<file path="src/rtl/rng_regif_pkg.sv">
package rng_regif_pkg;
  localparam int unsigned OFS_CTRL  = 0;
  localparam int unsigned OFS_STAT  = 4;
  localparam int unsigned OFS_DATA  = 8;
  localparam int unsigned CTL_EN    = 2;
  localparam int unsigned CTL_CKOFF = 5;
  localparam int unsigned ST_RDY    = 0;
  localparam int unsigned ST_SLIVE  = 2;
  localparam int unsigned ST_CKERR  = 5;
  localparam int unsigned ST_SERR   = 6;
endpackage

</file>
<file path="src/rtl/rng_bit_packer.sv">
// Serial-to-word packer with run-length and word-repeat health monitors.
module rng_bit_packer #(
  parameter int WORD_W    = 32,
  parameter int RUN_LIMIT = 64
) (
  input  logic              clk,
  input  logic              rst,
  input  logic              clr,
  input  logic              bit_vld,
  input  logic              bit_in,
  output logic              word_vld,
  output logic [WORD_W-1:0] word,
  output logic              seed_live
);
  localparam int BW = $clog2(WORD_W);
  localparam int RW = $clog2(RUN_LIMIT + 1);

  logic [WORD_W-1:0] sh, prev_word, nxt;
  logic [BW-1:0]     bcnt;
  logic [RW-1:0]     run_len;
  logic              last_bit, have_last, have_prev, word_rep;

  assign nxt       = {sh[WORD_W-2:0], bit_in};
  assign seed_live = (run_len >= RW'(RUN_LIMIT)) | word_rep;

  always_ff @(posedge clk) begin
    if (rst || clr) begin
      sh        <= '0;
      prev_word <= '0;
      word      <= '0;
      bcnt      <= '0;
      run_len   <= '0;
      last_bit  <= 1'b0;
      have_last <= 1'b0;
      have_prev <= 1'b0;
      word_rep  <= 1'b0;
      word_vld  <= 1'b0;
    end else begin
      word_vld <= 1'b0;
      if (bit_vld) begin
        sh        <= nxt;
        last_bit  <= bit_in;
        have_last <= 1'b1;
        if (have_last && bit_in == last_bit) begin
          if (run_len < RW'(RUN_LIMIT)) run_len <= run_len + 1'b1;
        end else begin
          run_len <= RW'(1);
        end
        if (bcnt == BW'(WORD_W - 1)) begin
          bcnt      <= '0;
          word_vld  <= 1'b1;
          word      <= nxt;
          prev_word <= nxt;
          have_prev <= 1'b1;
          word_rep  <= have_prev && (nxt == prev_word);
        end else begin
          bcnt <= bcnt + 1'b1;
        end
      end
    end
  end
endmodule

</file>
<file path="src/rtl/rng_word_fifo.sv">
// Burst buffer: fills only while not ready, drains only while ready.
module rng_word_fifo #(
  parameter int WORD_W    = 32,
  parameter int BUF_DEPTH = 4
) (
  input  logic                         clk,
  input  logic                         rst,
  input  logic                         flush,
  input  logic                         push,
  input  logic [WORD_W-1:0]            push_data,
  input  logic                         pop_req,
  output logic [WORD_W-1:0]            rd_data,
  output logic                         ready,
  output logic [$clog2(BUF_DEPTH+1)-1:0] level
);
  localparam int PW = (BUF_DEPTH > 1) ? $clog2(BUF_DEPTH) : 1;
  localparam int LW = $clog2(BUF_DEPTH + 1);

  logic [WORD_W-1:0] mem [BUF_DEPTH];
  logic [PW-1:0]     wr_ptr, rd_ptr;
  logic              push_ok, pop_ok;

  assign push_ok = push && !flush && !ready && (level < LW'(BUF_DEPTH));
  assign pop_ok  = pop_req && ready && !flush;

  always_ff @(posedge clk) begin
    if (push_ok) mem[wr_ptr] <= push_data;
  end

  always_ff @(posedge clk) begin
    if (rst) begin
      rd_data <= '0;
    end else if (pop_req) begin
      rd_data <= ready ? mem[rd_ptr] : '0;
    end
  end

  always_ff @(posedge clk) begin
    if (rst || flush) begin
      wr_ptr <= '0;
      rd_ptr <= '0;
      level  <= '0;
      ready  <= 1'b0;
    end else begin
      if (push_ok) begin
        wr_ptr <= (wr_ptr == PW'(BUF_DEPTH - 1)) ? '0 : wr_ptr + 1'b1;
        level  <= level + 1'b1;
      end
      if (pop_ok) begin
        rd_ptr <= (rd_ptr == PW'(BUF_DEPTH - 1)) ? '0 : rd_ptr + 1'b1;
        level  <= level - 1'b1;
      end
      if (!ready && level == LW'(BUF_DEPTH)) ready <= 1'b1;
      else if (pop_ok && level == LW'(1))    ready <= 1'b0;
    end
  end
endmodule

</file>
<file path="src/rtl/rng_regif.sv">
module rng_regif
  import rng_regif_pkg::*;
#(
  parameter int WORD_W      = 32,
  parameter int BUF_DEPTH   = 4,
  parameter int RUN_LIMIT   = 64,
  parameter int DRAIN_WORDS = 12,
  parameter int ADDR_W      = 4
) (
  input  logic              clk,
  input  logic              rst,
  input  logic              bus_valid,
  input  logic              bus_write,
  input  logic [ADDR_W-1:0] bus_addr,
  input  logic [WORD_W-1:0] bus_wdata,
  output logic [WORD_W-1:0] bus_rdata,
  input  logic              ent_valid,
  input  logic              ent_bit,
  input  logic              clk_check_fail
);
  localparam int DW = $clog2(DRAIN_WORDS + 1);
  localparam int LW = $clog2(BUF_DEPTH + 1);

  logic              gen_en, ckoff, clk_err, seed_err, seed_live, blocked;
  logic              word_vld, buf_ready, sel_data_q;
  logic [WORD_W-1:0] word, fifo_rdata, reg_rdata_q, ctrl_word, stat_word;
  logic [LW-1:0]     buf_level;
  logic [DW-1:0]     drain_cnt;
  logic              hit_ctrl, hit_stat, hit_data, rd, wr;

  assign rd       = bus_valid && !bus_write;
  assign wr       = bus_valid && bus_write;
  assign hit_ctrl = (bus_addr == ADDR_W'(OFS_CTRL));
  assign hit_stat = (bus_addr == ADDR_W'(OFS_STAT));
  assign hit_data = (bus_addr == ADDR_W'(OFS_DATA));
  assign blocked  = seed_live || seed_err || (drain_cnt != '0);

  rng_bit_packer #(.WORD_W(WORD_W), .RUN_LIMIT(RUN_LIMIT)) u_pack (
    .clk(clk), .rst(rst), .clr(!gen_en), .bit_vld(ent_valid), .bit_in(ent_bit),
    .word_vld(word_vld), .word(word), .seed_live(seed_live)
  );

  rng_word_fifo #(.WORD_W(WORD_W), .BUF_DEPTH(BUF_DEPTH)) u_buf (
    .clk(clk), .rst(rst), .flush(!gen_en || blocked),
    .push(word_vld && !blocked), .push_data(word),
    .pop_req(rd && hit_data), .rd_data(fifo_rdata),
    .ready(buf_ready), .level(buf_level)
  );

  always_comb begin
    ctrl_word            = '0;
    ctrl_word[CTL_EN]    = gen_en;
    ctrl_word[CTL_CKOFF] = ckoff;
    stat_word            = '0;
    stat_word[ST_RDY]    = buf_ready;
    stat_word[ST_SLIVE]  = seed_live;
    stat_word[ST_CKERR]  = clk_err;
    stat_word[ST_SERR]   = seed_err;
  end

  always_ff @(posedge clk) begin
    if (rst) begin
      gen_en      <= 1'b0;
      ckoff       <= 1'b0;
      clk_err     <= 1'b0;
      seed_err    <= 1'b0;
      drain_cnt   <= '0;
      sel_data_q  <= 1'b0;
      reg_rdata_q <= '0;
    end else begin
      if (wr && hit_ctrl) begin
        gen_en <= bus_wdata[CTL_EN];
        ckoff  <= bus_wdata[CTL_CKOFF];
      end
      if (wr && hit_stat) begin
        if (!bus_wdata[ST_CKERR]) clk_err  <= 1'b0;
        if (!bus_wdata[ST_SERR])  seed_err <= 1'b0;
      end
      if (clk_check_fail && !ckoff) clk_err  <= 1'b1;
      if (seed_live)                seed_err <= 1'b1;
      if (seed_live)
        drain_cnt <= DW'(DRAIN_WORDS);
      else if (rd && hit_data && drain_cnt != '0)
        drain_cnt <= drain_cnt - 1'b1;
      if (rd) begin
        sel_data_q  <= hit_data;
        reg_rdata_q <= hit_ctrl ? ctrl_word : (hit_stat ? stat_word : '0);
      end
    end
  end

  assign bus_rdata = sel_data_q ? fifo_rdata : reg_rdata_q;
endmodule

</file>
<file path="config.mk">
export PLATFORM = sky130hd
export DESIGN_NAME = rng_regif
export DESIGN_NICKNAME = d
export VERILOG_FILES = /design/src/rtl/rng_regif_pkg.sv /design/src/rtl/rng_bit_packer.sv /design/src/rtl/rng_word_fifo.sv /design/src/rtl/rng_regif.sv
export SDC_FILE = /design/constraint.sdc
export NUM_CORES = 1
export LEC_CHECK = 0
export ABC_AREA = 1
export BUFFER_PORTS_ARGS = -buffer_cell sky130_fd_sc_hd__buf_2
export CAP_MARGIN = 20
export CORE_ASPECT_RATIO = 2
export CORE_MARGIN = 2
export CORE_UTILIZATION = 31
export CTS_CLUSTER_DIAMETER = 200
export DETAILED_ROUTE_END_ITERATION = 6
export RECOVER_POWER = 50
export SLEW_MARGIN = 20
export SYNTH_ARGS = -nofsm -noshare
export SYNTH_HDL_FRONTEND = slang
export SYNTH_SLANG_ARGS = --single-unit
</file>
<file path="constraint.sdc">
create_clock -name clk -period 2.9 [get_ports clk]
set_input_delay 0 -clock clk [delete_from_list [all_inputs] [get_ports clk]]
set_output_delay 0 -clock clk [all_outputs]
set_load 0.01 [all_outputs]
</file>
# Yosys cells after proc, flatten, opt, wreduce, memory -nomap -nowiden

Memory sizes are Yosys's and may differ from the RTL's. A register that Yosys moved wholly into a read port is not among the register bits.
Index checks and enable logic that the tools add are counted.

Memories kept: 1
Memory bits (writable): 128
Output and inout bits: 32
Flip-flop bits (word level): 161
Word-level logic and storage cells: 114

Reduce and logical (&&, ||, !) cells: 41
Bitwise gates (word level): 2
Multiplexer cells: 26
$lt $le $gt $ge: 3
Equal/unequal tests: 12
$add $sub $neg: 7

Memory list:

| name      | words | width | read ports | clocked after Yosys merged registers in | wr ports | RTL line            | source |
|---|---|---|---|---|---|---|---|
| u_buf.mem | 4     | 32    | 1          | 1                                       | 1        | rng_word_fifo.sv:19 | `logic [WORD_W-1:0] mem [BUF_DEPTH];` |

Operator list:

| operator                                                                | number |
|---|---|
| 32-bit two-way mux                                                      | 2 |
| 32-bit == test                                                          | 1 |
| 7-bit two-way mux                                                       | 4 |
| 1-bit logical AND                                                       | 17 |
| 1-bit two-way mux                                                       | 11 |
| 2-bit nonzero test                                                      | 5 |
| 2-bit two-way mux                                                       | 4 |
| 4-bit two-way mux                                                       | 2 |
| 2-bit AND reduction                                                     | 4 |
| 7-bit by 1-bit adder with 7-bit output, second input constant           | 1 |
| 7-bit greater-or-equal comparator, second input constant                | 1 |
| 7-bit < comparator, second input constant                               | 1 |
| 1-bit zero test                                                         | 6 |
| 3-bit two-way mux                                                       | 2 |
| 5-bit by 1-bit adder with 5-bit output, second input constant           | 1 |
| 5-bit == test, second input constant                                    | 1 |
| 1-bit logical OR                                                        | 5 |
| 5-bit two-way mux                                                       | 1 |
| 2-bit by 1-bit adder with 2-bit output, second input constant           | 2 |
| 2-bit == test, second input constant                                    | 2 |
| 4-bit by 3-bit == test with 1-bit output, second input constant         | 1 |
| 4-bit == test, second input constant                                    | 1 |
| 4-bit zero test                                                         | 1 |
| 2-bit by 1-bit inequality test with 1-bit output, second input constant | 2 |
| other kinds (12)                                                        | 13 |

# Depth between registers and ports, before layout

Gate-level depths: netlist of the first run.

Depth in word-level cells: 11
Mapped depth: 10
Depth with buffers taken out: 10

# Hierarchy

Synthesis of the first run repeated with hierarchy kept, for this count alone.

Cells, all modules: 1327
Area total of the unflattened synthesis: 11374.7 µm²

Modules (own cells, without submodules):

| module         | cells an instance | instances | area an instance (µm²) | seq. area each (µm²) |
|---|---|---|---|---|
| rng_word_fifo  | 715               | 1         | 7065.5                 | 4684.5 |
| rng_bit_packer | 442               | 1         | 3310.7                 | 1581.5 |
| rng_regif      | 170               | 1         | 998.5                  | 260.2 |

# Least setup slack after synthesis of the first run

OpenSTA, ideal clock, no wires.

Path kind: flip-flop to flip-flop
From: register drain_cnt[0]
To: memory u_buf.mem[0][0] (enable)
Cell stages (with the launch flop): 9
Arrival: 2.478 ns
Setup time: 0.421 ns
Period minus slack after synthesis: 2.899 ns
Path buffers: 0
Data required time: 2.479 ns
Setup slack: 0.001 ns
Path through: dfxtp_1 inv_1 ha_1 inv_1 nor2_1 nand3_1 nor2_1 nand2_1 nor2_1

Longest elaborated chain between the ends: 9
Elaborated cells between the ends (all ways): 11
Classes of those cells: 2 x mux; 9 x reduce/logical

RTL lines:

| item                                                        | RTL line                             | source |
|---|---|---|
| start, declared                                             | rng_regif.sv:28                      | `logic [DW-1:0] drain_cnt;` |
| start signal, assigned                                      | rng_regif.sv:82                      | `drain_cnt <= DW'(DRAIN_WORDS);` |
| start signal, assigned                                      | rng_regif.sv:84                      | `drain_cnt <= drain_cnt - 1'b1;` |
| 4-bit nonzero test (*)                                      | rng_regif.sv:36                      | `assign blocked = seed_live \|\| seed_err \|\| (drain_cnt != '0);` |
| 1-bit logical OR (*)                                        | rng_regif.sv:36                      |  |
| 1-bit zero test / 1-bit logical OR (equally long branches)  | rng_regif.sv:45, rng_regif.sv:44     |  |
| 1-bit logical AND / 1-bit zero test (equally long branches) | rng_regif.sv:45, rng_word_fifo.sv:23 |  |
| 1-bit logical AND (*) (3 in a row)                          | rng_word_fifo.sv:23                  | `assign push_ok = push && !flush && !ready && (level < LW'(BUF_DEPTH));` |
| 1-bit two-way mux (*)                                       | rng_word_fifo.sv:27                  | `if (push_ok) mem[wr_ptr] <= push_data;` |
| 1-bit two-way mux (implied by the code) (*)                 | rng_word_fifo.sv:27                  |  |
| end, declared                                               | rng_word_fifo.sv:19                  |  |

Every way passes the cells marked *; elsewhere a longest branch is shown, timed or not.

# Final worst setup path of the first run

From: register u_pack.run_len[6]
To: memory u_buf.mem[2][11] (enable)

Longest elaborated chain between the ends: 11
Elaborated cells between the ends (all ways): 13
Classes of those cells: 1 x order compare; 2 x mux; 1 x bitwise; 9 x reduce/logical

RTL lines:

| item                                                        | RTL line                             | source |
|---|---|---|
| start, declared                                             | rng_bit_packer.sv:20                 | `logic [RW-1:0] run_len;` |
| start signal, assigned                                      | rng_bit_packer.sv:45                 | `if (run_len < RW'(RUN_LIMIT)) run_len <= run_len + 1'b1;` |
| 7-bit greater-or-equal comparator (*)                       | rng_bit_packer.sv:24                 | `assign seed_live = (run_len >= RW'(RUN_LIMIT)) \| word_rep;` |
| 1-bit OR (*)                                                | rng_bit_packer.sv:24                 |  |
| 1-bit logical OR (*) (2 in a row)                           | rng_regif.sv:36                      |  |
| 1-bit zero test / 1-bit logical OR (equally long branches)  | rng_regif.sv:45, rng_regif.sv:44     |  |
| 1-bit logical AND / 1-bit zero test (equally long branches) | rng_regif.sv:45, rng_word_fifo.sv:23 |  |
| 1-bit logical AND (*) (3 in a row)                          | rng_word_fifo.sv:23                  |  |
| 1-bit two-way mux (*)                                       | rng_word_fifo.sv:27                  |  |
| 1-bit two-way mux (implied by the code) (*)                 | rng_word_fifo.sv:27                  |  |

Marked as above.

==> results of run 1 <==
[cells in the final DEF (no fill, tap or decap), types with 15 or more instances in the layout]
master / Yosys / routed
sky130_fd_sc_hd__nand2_1: 228 / 228
sky130_fd_sc_hd__nor2_1: 152 / 152
sky130_fd_sc_hd__o21ai_0: 133 / 133
sky130_fd_sc_hd__dfxtp_1: 134 / 132
sky130_fd_sc_hd__inv_1: 129 / 129
sky130_fd_sc_hd__edfxtp_1: 128 / 128
sky130_fd_sc_hd__a21oi_1: 87 / 87
sky130_fd_sc_hd__buf_2: 7 / 30
sky130_fd_sc_hd__o22ai_1: 25 / 25
sky130_fd_sc_hd__clkbuf_16: 0 / 23
sky130_fd_sc_hd__nand3_1: 19 / 19
sky130_fd_sc_hd__clkbuf_1: 35 / 19
sky130_fd_sc_hd__dlygate4sd3_1: 0 / 19
sky130_fd_sc_hd__o21ai_1: 15 / 15
[flip-flops by register name (all words and copies together) (netlist names), 2 cells and up, named ones only]
register,cells
u_pack.prev_word,32
u_pack.bcnt,5
u_pack.sh,31
u_buf.level,3
u_buf.rd_data,32
reg_rdata_q,4
u_buf.mem,128
u_buf.rd_ptr,2
u_buf.wr_ptr,2
drain_cnt,4
u_pack.run_len,7
[layout make-up]
type / count / area (sq um)
Multi-Input combinational cell: 714 / 3330
Sequential cell: 262 / 6530
Tap cell: 436 / 546
Timing Repair Buffer: 81 / 578
Clock inverter: 12 / 120
Clock buffer: 29 / 628
Inverter: 132 / 495
Fill cell: 3322 / 21400
[how the worst min path moves through the flow]
stage                  endpoint  slack [ns]           start  cells past startpoint
detailed placement      clk_err        0.27  clk_check_fail                      3
global route        u_buf.ready        0.06     bus_addr[1]                      7
CTS                 u_buf.ready        0.02     bus_addr[0]                      7
floorplan               clk_err        0.15  clk_check_fail                      2
finish              u_buf.ready        0.03     bus_addr[1]                      7
global placement        clk_err        0.26  clk_check_fail                      3
[critical path, cell delays in order, from the launching register on]
cell and delay (ns):
sky130_fd_sc_hd__dfxtp_1 0.34, sky130_fd_sc_hd__nor2_1 0.51, sky130_fd_sc_hd__nand2_1 0.15, sky130_fd_sc_hd__nor2_1 0.25, sky130_fd_sc_hd__nand2_1 0.31, sky130_fd_sc_hd__nor2_2 0.23
sky130_fd_sc_hd__buf_12 0.24
[cell families after synthesis]
family                   count (synthesis)  share of synthesized area [%]
XOR/XNOR                                 6                          0.497
flip-flops                             262                           61.7
adder cells (fa/ha/maj)                 13                           1.54
multiplexers                             3                          0.319
AO/OA/AOI/OAI                          272                           13.4
AND/OR/NAND/NOR                        420                           15.8
buffers and inverters                  183                           6.82
[Yosys cell counts]
cell type / number / area share (%)
sky130_fd_sc_hd__nor3_1: 9 / 0.43
sky130_fd_sc_hd__nand4_1: 5 / 0.30
sky130_fd_sc_hd__edfxtp_1: 128 / 36
sky130_fd_sc_hd__o22ai_1: 25 / 1.5
sky130_fd_sc_hd__nand2_1: 228 / 8.1
sky130_fd_sc_hd__a21oi_1: 87 / 4.1
sky130_fd_sc_hd__xor2_1: 2 / 0.17
sky130_fd_sc_hd__o21a_1: 1 / 0.071
sky130_fd_sc_hd__nor2_2: 2 / 0.12
sky130_fd_sc_hd__nor2_1: 152 / 5.4
sky130_fd_sc_hd__buf_4: 3 / 0.21
sky130_fd_sc_hd__a211oi_1: 1 / 0.071
sky130_fd_sc_hd__o31ai_1: 1 / 0.071
sky130_fd_sc_hd__buf_1: 4 / 0.14
sky130_fd_sc_hd__mux2_2: 3 / 0.32
sky130_fd_sc_hd__xnor2_1: 4 / 0.33
sky130_fd_sc_hd__clkbuf_1: 35 / 1.2
sky130_fd_sc_hd__a31oi_1: 4 / 0.24
sky130_fd_sc_hd__ha_1: 13 / 1.5
sky130_fd_sc_hd__o21bai_1: 2 / 0.14
sky130_fd_sc_hd__nor2_4: 3 / 0.32
sky130_fd_sc_hd__inv_2: 3 / 0.11
sky130_fd_sc_hd__buf_2: 7 / 0.33
sky130_fd_sc_hd__o21ai_1: 15 / 0.71
sky130_fd_sc_hd__or2_2: 1 / 0.059
sky130_fd_sc_hd__nand3_4: 1 / 0.17
sky130_fd_sc_hd__o211ai_1: 3 / 0.21
sky130_fd_sc_hd__buf_6: 2 / 0.21
sky130_fd_sc_hd__nand3_1: 19 / 0.90
sky130_fd_sc_hd__o21ai_0: 133 / 6.3
sky130_fd_sc_hd__inv_1: 129 / 4.6
sky130_fd_sc_hd__dfxtp_1: 134 / 25
[power groups by stage]
stage / logic, W / clock network, W / registers (W)
after floorplan: 0.0000545 / 0 / 0.00393
after global placement: 0.0000867 / 0 / 0.00393
after detailed placement: 0.0000878 / 0 / 0.00393
after CTS: 0.000106 / 0.00312 / 0.00385
after global routing: 0.000112 / 0.00327 / 0.00385
final: 0.000102 / 0.00304 / 0.00385
[per-stage QoR]
step	setup slack (ns)	hold slack [ns]	cells	power [W]
2_1_floorplan	0.00133	0.147	1159	0.00399
3_3_place_gp	0.734	0.262	1606	0.00402
3_5_place_dp	0.719	0.267	1606	0.00402
4_1_cts	0.679	0.0151	1666	0.00708
5_1_grt	0.343	0.0640	1666	0.00723
6_report	0.494	0.0251	1666	0.00699
[routing by layer]
layer	GRT usage [%]	routed length, um
met2	26.9	13500
met3	1.45	653
met4	5.83	803
met1	13.0	8770
met5	0	0
[repair_timing]
action	4_1_cts	5_1_grt
hold buffers	19	0
hold endpoints to repair	17	0
resized for setup	0	0
==> load_flow_metrics.sql, run 1 <==
INSERT INTO impl_metrics (metric_group, metric, value, unit) VALUES
('outcome', 'outcome', 'finished, final reports clean', ''),
('worst_setup_path', 'timing.reg2reg.setup_slack', '0.49', 'ns'),
('synth', 'synthesis.yosys.warnings', '0', ''),
('detailed_routing', 'drt-wirelength-per-cell', '14.2', 'um'),
('pwr', 'power.internal', '0.00561', 'W'),
('pwr', 'power_frac_comb', '1.5', '%'),
('detailed_routing', 'detail_route.drc_violations', '0', ''),
('sta', 'finalSetupViolCount', '0', ''),
('clock_network', 'cts_max_level', '1', ''),
('run', 'number_of_violations_of_the_max_capacitance_limit', '0', ''),
('synth', 'post_synthesis_average_cell_area', '9.13', 'sq um'),
('placement', 'hpwl', '16000', 'um'),
('sta', 'slew_headroom', '19.1', '%'),
('clock_network', 'clk_latency', '0.52', 'ns'),
('detailed_routing', 'first_iter_violations', '376', ''),
('floorplan', 'initial_utilization', '31.5', '%'),
('sta', 'worst_pin_slew', '1.21', 'ns'),
('clock_network', 'number_of_setup_buffers_added_after_cts', '0', ''),
('final_layout', 'antenna_cells', '0', ''),
('worst_setup_path', 'worstSetupStartpointType', 'flip-flop', ''),
('global_route', 'vias_in_the_first_global_route', '7555', ''),
('worst_setup_path', 'critPathKind', 'flip-flop to flip-flop', ''),
('floorplan', 'core-area', '0.0336', 'sq mm'),
('worst_setup_path', 'worstReg2RegEnd', 'u_buf.mem[2][11]', ''),
('detailed_routing', 'routed-via-count', '7766', ''),
('detailed_routing', 'routed_wl', '23700', 'um'),
('synth', 'syn_nets', '1215', ''),
('global_route', 'grt.total_usage', '13.3', '%'),
('sta', 'finalHoldViolations', '0', ''),
('floorplan', 'y_dimension_of_the_die', '265', 'um'),
('global_route', 'grt_remaining_overflow', '0', ''),
('sta', 'timing_max_transition_violations_final', '0', ''),
('sta', 'final.period_utilization', '83.0', '%'),
('floorplan', 'placement_rows', '95', ''),
('final_layout', 'finalNetCount', '1270', ''),
('clock_network', 'cts_tree', 'done', ''),
('floorplan', 'boundaryPins', '75', ''),
('clock_network', 'clk_transition_reported_paths', '0.07', 'ns'),
('worst_setup_path', 'crit_fanout', '32', ''),
('global_route', 'pin_count_of_the_biggest_net_entering_global_routing', '65', ''),
('worst_setup_path', 'worst_r2r_path_depth', '6', ''),
('pwr', 'switching_share', '19.8', '%'),
('final_layout', 'drive_gt1_share', '7.72', '%'),
('detailed_routing', 'route.detailed.vias_per_inst', '4.66', ''),
('sta', 'totalNegativeSetupSlack', '0', 'ns'),
('floorplan', 'die_area', '0.0357', 'sq mm'),
('sta', 'post-route-min-period', '2.41', 'ns'),
('final_layout', 'post-route-util', '36.4', '%'),
('worst_setup_path', 'kind_of_end_point_of_the_critical_path', 'flip-flop', ''),
('synth', 'synth_cell_types', '32', ''),
('pwr', 'power-per-cell-area', '572', 'mW/mm^2'),
('worst_setup_path', 'rr_startpoint', 'u_pack.run_len[6]', ''),
('clock_network', 'ctsLongestPathBuffers', '3', ''),
('synth', 'synth_seq_cells', '262', ''),
('global_route', 'number_of_antenna_violations_at_the_first_check_in_global_routing', '0', ''),
('pwr', 'share_seq_of_total_power', '55.1', '%'),
('placement', 'placed_area', '0.0113', 'sq mm'),
('global_route', 'wire_length_of_the_first_global_routing_pass', '37800', 'um'),
('detailed_routing', 'drtAntennaViolNets', '0', ''),
('pwr', 'share_clk_of_total_power', '43.5', '%'),
('clock_network', 'clock-root-buffer', 'sky130_fd_sc_hd__clkbuf_16', ''),
('sta', 'max_freq', '0.416', 'GHz'),
('worst_setup_path', 'crit_arrival', '2.59', 'ns'),
('worst_setup_path', 'timing.critical_path.from', 'u_pack.run_len[6]', ''),
('pwr', 'p_leak', '4.46', 'nW'),
('pwr', 'ir_drop', '331', 'uV'),
('synth', 'synth_seq_area_share', '61.7', '%'),
('synth', 'synthesis.instances', '1159', ''),
('detailed_routing', 'detail_route.first_pass.iterations', '5', ''),
('placement', 'numPortBuffers', '45', ''),
('clock_network', 'cts_made_buffers', '23', ''),
('min_path', 'hold_path_class', 'input port to flip-flop', ''),
('clock_network', 'clock_sinks', '262', ''),
('final_layout', 'stdcell_area', '0.0122', 'sq mm'),
('worst_setup_path', 'cp.required', '3.08', 'ns'),
('worst_setup_path', 'endpoint', 'u_buf.mem[2][11]', ''),
('pwr', 'p_switching', '0.00139', 'W'),
('final_layout', 'areaGrowthSynthToFinish', '15.6', '%'),
('synth', 'syn-cell-area', '0.0106', 'sq mm'),
('placement', 'gp_congestion', '0.841', ''),
('sta', 'rsz_0062_raised_after_global_routing', 'no', ''),
('floorplan', 'fp.dieW', '135', 'um'),
('sta', 'timing.clock.skew', '0.0214', 'ns');
No activity file was read; power rests on OpenSTA's default activity.
==> inputs of run 2 (changes only) <==
- clock period: 2.9 -> 2.5 ns (I/O delays scaled with it)
==> load_flow_metrics.sql, run 2 (synthesized netlist as in run 1, its figures left out) <==
INSERT INTO impl_metrics (metric_group, metric, value, unit) VALUES
('outcome', 'outcome', 'finished, final reports clean', ''),
('final_layout', 'final_cell_mix', '228 x sky130_fd_sc_hd__nand2_1, 150 x sky130_fd_sc_hd__nor2_1, 133 x sky130_fd_sc_hd__o21ai_0', ''),
('sta', 'hold_ws', '0.112', 'ns'),
('final_layout', 'mostFrequentLayoutCell', 'sky130_fd_sc_hd__nand2_1', ''),
('pwr', 'power_frac_comb', '1.6', '%'),
('detailed_routing', 'drt-wirelength-per-cell', '14.2', 'um'),
('sta', 'max_freq', '0.432', 'GHz'),
('worst_setup_path', 'rr_startpoint', 'drain_cnt[0]', ''),
('placement', 'hpwl', '16000', 'um'),
('final_layout', 'post-route-util', '36.5', '%'),
('worst_setup_path', 'worst_r2r_path_depth', '9', ''),
('detailed_routing', 'route.detailed.vias_per_inst', '4.70', ''),
('pwr', 'p_switching', '0.00161', 'W'),
('detailed_routing', 'first_iter_violations', '354', ''),
('global_route', 'number_of_antenna_violations_at_the_first_check_in_global_routing', '0', ''),
('clock_network', 'ctsLongestPathBuffers', '3', ''),
('sta', 'rsz_0062_raised_after_global_routing', 'no', ''),
('sta', 'finalHoldViolations', '0', ''),
('sta', 'post-route-min-period', '2.31', 'ns'),
('clock_network', 'clock-root-buffer', 'sky130_fd_sc_hd__clkbuf_16', ''),
('floorplan', 'initial_utilization', '31.5', '%'),
('clock_network', 'number_of_setup_buffers_added_after_cts', '0', ''),
('pwr', 'power-per-cell-area', '661', 'mW/mm^2'),
('min_path', 'hold_path_class', 'input port to flip-flop', ''),
('worst_setup_path', 'timing.reg2reg.setup_slack', '0.28', 'ns'),
('detailed_routing', 'detail_route.first_pass.iterations', '5', ''),
('final_layout', 'antenna_cells', '0', ''),
('detailed_routing', 'routed_wl', '23800', 'um'),
('pwr', 'power.total', '0.00812', 'W'),
('final_layout', 'largest_register_ff_count', '128', ''),
('floorplan', 'y_dimension_of_the_die', '265', 'um'),
('run', 'number_of_violations_of_the_max_capacitance_limit', '0', ''),
('sta', 'timing.clock.skew', '0.00873', 'ns'),
('floorplan', 'fp.dieW', '135', 'um'),
('placement', 'gp_congestion', '0.832', ''),
('final_layout', 'areaGrowthSynthToFinish', '16.1', '%'),
('pwr', 'p_leak', '4.41', 'nW'),
('floorplan', 'boundaryPins', '75', ''),
('placement', 'placed_area', '0.0114', 'sq mm'),
('pwr', 'switching_share', '19.8', '%'),
('global_route', 'grt_remaining_overflow', '0', ''),
('min_path', 'worst_min_delay_path_endpoint', 'u_buf.ready', ''),
('detailed_routing', 'drtAntennaViolNets', '0', ''),
('sta', 'finalSetupViolCount', '0', ''),
('min_path', 'worstHoldPathCells', '8', ''),
('worst_setup_path', 'crit_fanout', '4', ''),
('clock_network', 'cts_max_level', '1', ''),
('floorplan', 'die_area', '0.0357', 'sq mm'),
('worst_setup_path', 'kind_of_end_point_of_the_critical_path', 'flip-flop', ''),
('final_layout', 'stdcell_area', '0.0123', 'sq mm'),
('worst_setup_path', 'crit_arrival', '2.71', 'ns'),
('sta', 'final.period_utilization', '92.5', '%'),
('clock_network', 'clk_latency', '0.51', 'ns'),
('global_route', 'grt.total_usage', '13.2', '%'),
('worst_setup_path', 'critPathKind', 'input port to flip-flop', ''),
('final_layout', 'finalNetCount', '1278', ''),
('global_route', 'pin_count_of_the_biggest_net_entering_global_routing', '65', ''),
('clock_network', 'cts_tree', 'done', ''),
('min_path', 'timing.hold.worst.start', 'bus_valid', ''),
('sta', 'worst_pin_slew', '0.814', 'ns'),
('floorplan', 'core-area', '0.0336', 'sq mm'),
('worst_setup_path', 'worstSetupStartpointType', 'input port', ''),
('final_layout', 'max_flop_register', 'u_buf.mem', ''),
('clock_network', 'cts_made_buffers', '23', ''),
('clock_network', 'clock_sinks', '262', ''),
('clock_network', 'clk_transition_reported_paths', '0.06', 'ns'),
('final_layout', 'drive_gt1_share', '6.46', '%'),
('sta', 'timing_max_transition_violations_final', '0', ''),
('pwr', 'share_clk_of_total_power', '43.4', '%'),
('pwr', 'ir_drop', '412', 'uV'),
('detailed_routing', 'detail_route.drc_violations', '0', ''),
('floorplan', 'placement_rows', '95', ''),
('worst_setup_path', 'cp.required', '2.90', 'ns'),
('global_route', 'vias_in_the_first_global_route', '7709', ''),
('detailed_routing', 'routed-via-count', '7867', ''),
('placement', 'numPlacedInstances', '1609', ''),
('pwr', 'power.internal', '0.00652', 'W'),
('global_route', 'wire_length_of_the_first_global_routing_pass', '37800', 'um'),
('final_layout', 'reg.largest.list', 'u_buf.mem (128), u_buf.rd_data (32), u_pack.prev_word (32)', ''),
('final_layout', 'layout.cells.non_filler', '1674', ''),
('pwr', 'share_seq_of_total_power', '55.0', '%'),
('placement', 'numPortBuffers', '45', ''),
('worst_setup_path', 'worstReg2RegEnd', 'u_buf.mem[2][11]', ''),
('sta', 'slew_headroom', '45.7', '%');
-- run 2: layout make-up --
cell class,count,area [sq um]
Multi-Input combinational cell,714,3350
Fill cell,3375,21400
Sequential cell,262,6530
Tap cell,436,546
Clock buffer,27,591
Clock inverter,14,148
Inverter,132,495
Timing Repair Buffer,89,631
-- run 2: worst max-delay path, stage by stage --
cell and delay [ns]:
sky130_fd_sc_hd__dlygate4sd3_1 0.54, sky130_fd_sc_hd__clkbuf_1 0.14, sky130_fd_sc_hd__inv_1 0.08, sky130_fd_sc_hd__nand2_1 0.04, sky130_fd_sc_hd__dlygate4sd3_1 0.57, sky130_fd_sc_hd__nor2_1 0.31, sky130_fd_sc_hd__nand3_1 0.16, sky130_fd_sc_hd__o21ai_0 0.21
sky130_fd_sc_hd__a21oi_1 0.08, sky130_fd_sc_hd__dlygate4sd3_1 0.58
-- run 2: power groups by stage --
stage | clock, W | combinational (W) | sequential [W]
2_1_floorplan | 0 | 0.0000632 | 0.00456
3_3_place_gp | 0 | 0.000103 | 0.00456
3_5_place_dp | 0 | 0.000104 | 0.00456
4_1_cts | 0.00362 | 0.000129 | 0.00447
5_1_grt | 0.00375 | 0.000139 | 0.00446
6_report | 0.00353 | 0.000127 | 0.00447
-- run 2: repair_timing --
action | in CTS | in global routing
endpoints found under the setup margin | 0 | 2
resized for setup | 0 | 1
endpoints found under the hold margin | 42 | 0
hold buffers | 24 | 0
-- run 2: stage by stage --
stage | setup TNS, ns | worst slack (ns)
finish | 0 | 0.187
floorplan | -51.03 | -0.399
detailed placement | 0 | 0.249
global route | 0 | 0.0435
global placement | 0 | 0.313
CTS | 0 | 0.178
-- run 2: worst max path at each step --
stage / startpoint / end / slack, ns / cells after the start
2_1_floorplan: drain_cnt[0] / u_buf.mem[0][0] / -0.40 / 8
3_3_place_gp: drain_cnt[0] / u_buf.mem[2][19] / 0.31 / 9
3_5_place_dp: drain_cnt[0] / u_buf.mem[2][11] / 0.25 / 9
4_1_cts: bus_addr[0] / gen_en / 0.18 / 10
5_1_grt: drain_cnt[0] / u_buf.mem[2][14] / 0.04 / 9
6_report: bus_addr[3] / clk_err / 0.19 / 10
-- run 2: layer usage --
layer	up-vias	GRT usage [%]	share of wire, %
li1	3949	-	-
met1	3740	12.7	37
met2	127	26.6	57
met3	51	1.43	2.7
met4	0	6.69	3.8
met5	-	0	0
